File: src/rtl/adc_word_fmt.sv
module adc_word_fmt #(
  parameter int         W         = 12,
  parameter logic [6:0] PRBS_SEED = 7'h01
) (
  input  logic         clk,
  input  logic         rst_n,
  input  logic         in_valid,
  input  logic [W-1:0] in_code,
  input  logic         in_ovr_hi,
  input  logic         in_ovr_lo,
  input  logic         fmt_twos,
  input  logic         scramble_en,
  input  logic [1:0]   pattern_sel,
  output logic         out_valid,
  output logic [W-1:0] out_word,
  output logic         out_ovr
);

  localparam int LSTAGES = 7;

  logic [LSTAGES-1:0] prbs_q;
  logic               tog_q;
  logic [W-1:0]       next_word;

  wire prbs_fb  = prbs_q[LSTAGES-1] ^ prbs_q[LSTAGES-2];
  wire prbs_bit = prbs_q[LSTAGES-1];

  wire [W-1:0] clipped  = in_ovr_hi ? {W{1'b1}} : (in_ovr_lo ? {W{1'b0}} : in_code);
  wire [W-1:0] fmt_word = fmt_twos ? {~clipped[W-1], clipped[W-2:0]} : clipped;
  wire [W-1:0] scr_word = scramble_en ? (fmt_word ^ {{(W-1){fmt_word[0]}}, 1'b0}) : fmt_word;

  always_comb begin
    if (pattern_sel[1])      next_word = {W{prbs_bit}};
    else if (pattern_sel[0]) next_word = {W{~tog_q}};
    else                     next_word = scr_word;
  end

  always_ff @(posedge clk) begin
    if (!rst_n) begin
      out_valid <= 1'b0;
      out_word  <= '0;
      out_ovr   <= 1'b0;
      tog_q     <= 1'b0;
      prbs_q    <= PRBS_SEED;
    end else begin
      out_valid <= in_valid;
      if (prbs_q == '0)
        prbs_q <= PRBS_SEED;
      else if (in_valid)
        prbs_q <= {prbs_q[LSTAGES-2:0], prbs_fb};
      if (in_valid) begin
        out_word <= next_word;
        out_ovr  <= in_ovr_hi | in_ovr_lo;
        tog_q    <= ~tog_q;
      end
    end
  end

endmodule

File: config.mk
export PLATFORM = sky130hd
export DESIGN_NAME = adc_word_fmt
export DESIGN_NICKNAME = d
export VERILOG_FILES = /design/src/rtl/adc_word_fmt.sv
export SDC_FILE = /design/constraint.sdc
export NUM_CORES = 1
export LEC_CHECK = 0
export BUFFER_PORTS_ARGS = -buffer_cell sky130_fd_sc_hd__buf_2
export CELL_PAD_IN_SITES_DETAIL_PLACEMENT = 1
export CELL_PAD_IN_SITES_GLOBAL_PLACEMENT = 1
export CORE_ASPECT_RATIO = 1.25
export CORE_MARGIN = 4
export CORE_UTILIZATION = 32
export DETAILED_ROUTE_END_ITERATION = 8
export PLACE_DENSITY = 0.8
export SLEW_MARGIN = 30
export SYNTH_ARGS = -nofsm -noshare
export SYNTH_HDL_FRONTEND = slang
export SYNTH_SLANG_ARGS = --single-unit
File: constraint.sdc
create_clock -name clk -period 1.3 [get_ports clk]
set_input_delay 0.195 -clock clk [delete_from_list [all_inputs] [get_ports clk]]
set_output_delay 0.195 -clock clk [all_outputs]
set_load 0.005 [all_outputs]
==> results.toml, run 1 <==
[worst_hold_path]
hp-class = "input pin to register"
min_path_cells = 3

[power_and_ir_drop]
vdd.ir_drop.worst_uv = 788
p_total_mw = 1.44
leakagePower_nw = 0.641
power_density_nw_per_um2 = 999

[timing]
max_slew_margin = 0.786
drv_slew = 0
fin_skew_ns = 0.00421
tightest_slew_ns = 0.321
setup_tns_ns = 0
whs_ns = 0.242
fin_crit_ns = 1.21
hold_violations = 0
period_share = 0.930
fin_ws_ns = 0.0904
setup_viol = 0
fmax_ghz = 0.827
rsz0062_at_grt = "false"

[die]
ioPinCount = 35
core_area_um2 = 3280
dieHeight_um = 73.8
num_rows = 23
fp.dieW_um = 60.7
start_util = 0.338
dieArea_um2 = 4480

[logic_synthesis]
yosysWarnings = 0
synth_cells = 132
synth_area_per_cell_um2 = 8.41
yosys.cell_types.count = 29
synthesis.nets = 153
synth_area_leaders = "dfxtp_1, o221ai_1, a21oi_1, o21ai_0, mux2i_1"
ys_seq_area_frac = 0.397
yosysTopAreaCellShare = 0.397
synth_top_area_cell = "dfxtp_1"
netlist_area_um2 = 1110
synth_seq_cells = 22

[placement]
dp_slack_ns = -0.0715
portBuffers = 34
dpl_cell_area_um2 = 1380
dp_hpwl_mm = 2.56
routabilityCongestion = 0.873
dp.cells = 208

[clock_network]
h-tree-depth = 1
clock-sinks = 22
cts_tree = "done"
cts_buffers = 3
cts_setup_buffers = 0
clock-root-buffer = "clkbuf_8"
cts.reportedPaths.clkPinSlew_ns = 0.08
clk_latency_ns = 0.26
cts.path.max_buffers = 2

[global_route]
grt_max_degree = 17
grtUsageTotal = 0.166
antenna_found_initial = 0
grt_overflow = 0
grt_pass1_vias = 1257
grt_pass1_wl_mm = 5.73

[route]
drt_iter0_markers = 60
routed_wl_mm = 3.33
route.detailed.drc = 0
vias = 1158
viasPerCell = 5.46
wl_per_cell_um = 15.7
drtPass1Iterations = 4
postRouteAntennaNets = 0

[cells_and_area]
layout-drive-gt1-share = 0.331
nets = 198
num_antenna_cells = 0
layout_common_cells = "buf_2, dfxtp_1, nor2_1, a21oi_1, buf_4"
fin_area_um2 = 1450
synthToLayoutAreaGrowth_pct = 30.3
final_util = 0.441
layout_commonest_cell = "buf_2"
fin_cells = 212

[worst_setup_path]
end_kind = "register"
rr_worst_depth = 4
slowest_delay_ns = 0.33
critPathKind = "register to register"
start_kind = "register"
cpMaxStageDelayCell = "dfxtp_1"
critPathArrivalTime_ns = 1.36
crit_chain = "nor4_1, buf_4, a21oi_1, o221a_2"
path_max_fanout = 4
cp_data_required_time_ns = 1.45

[run]
drv_cap = 0

[run_status]
status = "complete, no violations"
## logic make-up after synthesis
| kind of cell | Yosys count | share of synthesized area |
|---|---|---|
| mux | 6 | 0.0541 |
| flops | 22 | 0.397 |
| xor+xnor | 1 | 0.00789 |
| buf+inv | 14 | 0.0609 |
| compound gates | 55 | 0.337 |
| simple gates | 34 | 0.143 |
## final timing paths
kind	slack, ns	end	startpoint
max	0.09	prbs_q[1]$_SDFFE_PP0P_	prbs_q[1]$_SDFFE_PP0P_
min	0.24	out_word[2]$_SDFFE_PN0P_	in_code[2]
max reg2reg	0.09	prbs_q[1]$_SDFFE_PP0P_	prbs_q[1]$_SDFFE_PP0P_
min reg2reg	0.50	out_word[6]$_SDFFE_PN0P_	out_word[6]$_SDFFE_PN0P_
## cell type report
class	instances	area (um^2)
sequential	22	444
multi-input combinational	96	609
clock buffer	3	41.3
fill	434	1830
timing repair buffer	49	287
tap	37	46.3
inverter	5	18.8
## synthesized netlist by cell type
library cell and n:
a2111oi_4 1, a211oi_1 1, a21boi_0 2, a21o_2 1, a21oi_1 15, a31oi_1 2
a32oi_1 1, and2_1 1, buf_6 2, clkbuf_1 7, dfxtp_1 22, inv_1 5
mux2i_1 6, nand2_1 7, nand2b_2 1, nand3_1 1, nor2_1 15, nor2b_1 6
nor3_1 1, nor4_1 1, o211a_1 1, o21ai_0 15, o21ai_1 2, o221a_2 1
o221ai_1 11, o311ai_0 1, o31ai_1 1, or4_1 1, xor2_1 1
## flip-flops by register name (all words and copies together) (netlist names)
signal	cells
tog_q	1
out_valid	1
prbs_q	7
out_ovr	1
out_word	12
## critical path: cells and delay by family, from the launching register on
kind                   cells  cell delay (ns)
flip-flops                 1             0.33
buffers and inverters      1             0.17
AND/OR/NAND/NOR            1             0.29
AO/OA/AOI/OAI              2             0.31
## report_power, final
| part | switching, mW | internal, mW |
|---|---|---|
| clock | 0.208 | 0.207 |
| sequential | 0.0260 | 0.715 |
| combinational | 0.155 | 0.134 |
| total | 0.389 | 1.06 |
## what timing repair did
action,in CTS,in global routing
hold buffers,0,0
gates resized for setup,3,5
endpoints found under the setup margin,4,10
gates cloned,0,1
pin swaps,0,1
## layer usage
metal  vias to the layer above  track usage  share of wire
li1                        574            -              -
met1                       548        0.206           0.41
met2                        31        0.272           0.52
met3                         5       0.0404          0.057
met4                         0       0.0627          0.011
met5                         -            0              0
Power figures use the tool's default switching activity.
==> run 2: changes to the inputs <==
--- a/config.mk
+++ b/config.mk
@@ -6,13 +6,11 @@
 export NUM_CORES = 1
 export LEC_CHECK = 0
 export BUFFER_PORTS_ARGS = -buffer_cell sky130_fd_sc_hd__buf_2
-export CELL_PAD_IN_SITES_DETAIL_PLACEMENT = 1
-export CELL_PAD_IN_SITES_GLOBAL_PLACEMENT = 1
 export CORE_ASPECT_RATIO = 1.25
 export CORE_MARGIN = 4
-export CORE_UTILIZATION = 32
+export CORE_UTILIZATION = 40
 export DETAILED_ROUTE_END_ITERATION = 8
-export PLACE_DENSITY = 0.8
+export PLACE_DENSITY = 0.75
 export SLEW_MARGIN = 30
 export SYNTH_ARGS = -nofsm -noshare
 export SYNTH_HDL_FRONTEND = slang
==> results.toml, run 2 (synthesis results as in run 1) <==
[global_route]
grt_pass1_vias = 996
grtUsageMet1 = 0.196
grt_pass1_wl_mm = 4.20
grt_max_degree = 18
use_met3 = 0.0515
busiest_layer = "met2"
grtUsageTotal = 0.154
grt_overflow = 0
grt_use_met2 = 0.235
antenna_found_initial = 0

[timing]
fin_crit_ns = 1.24
tightest_slew_ns = 0.330
drv_slew = 0
period_share = 0.953
setup_viol = 0
max_slew_margin = 0.777
hold_violations = 0
fmax_ghz = 0.807
fin_skew_ns = 0.00427

[worst_setup_path]
end_kind = "register"
rr_startpoint = "tog_q$_SDFFE_PN0P_"
crit_start = "tog_q$_SDFFE_PN0P_"
ff2ff_setup_slack_ns = 0.06
start_kind = "register"
critPathKind = "register to register"
path_max_fanout = 10
cp_data_required_time_ns = 1.53
critPathArrivalTime_ns = 1.47

[cells_and_area]
layout-drive-gt1-share = 0.320
largest_register_ffs = 12
layout_common_cells = "buf_2, dfxtp_1, nor2_1, a21oi_1, o21ai_0"
layout_commonest_cell = "buf_2"
nets = 194
fin_area_um2 = 1420
synthToLayoutAreaGrowth_pct = 28.2
regMostFlops = "out_word"
reg_top3 = "out_word (12), prbs_q (7)"
num_antenna_cells = 0
final_util = 0.531

[power_and_ir_drop]
power_density_nw_per_um2 = 1070
vdd.ir_drop.worst_uv = 722
leakagePower_nw = 0.628

[run]
drv_cap = 0

[clock_network]
cts.reportedPaths.clkPinSlew_ns = 0.12
cts.path.max_buffers = 2
clock-sinks = 22
clock-root-buffer = "clkbuf_4"
cts_buffers = 3
h-tree-depth = 1
cts_tree = "done"
clk_latency_ns = 0.30
hold_buffers = 0

[worst_hold_path]
hp-start = "in_code[3]"
hp-class = "input pin to register"

[die]
start_util = 0.414
num_rows = 21
ioPinCount = 35
dieArea_um2 = 3690
fp.dieW_um = 55.1
dieHeight_um = 66.9
core_area_um2 = 2680

[placement]
dpl_cell_area_um2 = 1350
portBuffers = 34
routabilityCongestion = 0.730
dp_hpwl_mm = 1.99

[route]
route.detailed.drc = 0
drt_iter0_markers = 51
wl_per_cell_um = 12.8
routed_wl_mm = 2.65
postRouteAntennaNets = 0
vias = 1135
viasPerCell = 5.51
drtPass1Iterations = 4

[run_status]
status = "complete, no violations"
-- run 2: cell count changes in the layout (fill, tap and decap cells not counted), sizes merged --
cell | previous run | this run
bufinv | 0 | 1
buf | 49 | 45
-- run 2: routing by layer --
layer  part of all wire  vias to the layer above
met5                  0                        -
met4             0.0087                        0
met3              0.072                        4
met2               0.48                       33
met1               0.44                      532
li1                   -                      566
-- run 2: layout make-up --
class,instances,area [um^2]
sequential,22,444
timing repair buffer,45,256
clock buffer,3,22.5
multi-input combinational,96,608
tap,34,42.5
fill,250,1260
inverter,5,18.8
clock inverter,1,30.0
-- run 2: timing repair --
item,4_1_cts,5_1_grt
resized for setup,1,4
pin swaps,0,1
gates cloned,0,0
setup endpoints to repair,4,12
setup buffers,0,1
-- run 2: per-stage QoR --
stage	cells	TNS, ns	worst slack [ns]	hold WS (ns)	total power [mW]
global route	206	-0.0175	-0.0175	0.179	1.62
finish	206	0	0.0607	0.170	1.53
detailed placement	201	-0.189	-0.0449	0.485	1.02
global placement	201	-0.0749	-0.0494	0.479	1.01
CTS	205	0	0.0117	0.160	1.54
floorplan	132	0	0.0425	0.362	0.896
-- run 2: final timing paths --
kind / to / cells past startpoint
hold reg to reg: out_word[2]$_SDFFE_PN0P_ / 2
setup reg to reg: out_word[6]$_SDFFE_PN0P_ / 4
hold / removal: out_word[3]$_SDFFE_PN0P_ / 3
setup / recovery: out_word[6]$_SDFFE_PN0P_ / 4
-- run 2: worst max-delay path, cell delays in order, from the launching register on --
cell      delay [ns]
dfxtp_1         0.35
o311ai_0        0.36
nand2_1         0.10
buf_4           0.18
o21ai_0         0.17
-- run 2: power breakdown --
group / internal (mW) / switching, mW
clock: 0.311 / 0.205
combinational: 0.127 / 0.144
sequential: 0.715 / 0.0247
total: 1.15 / 0.374
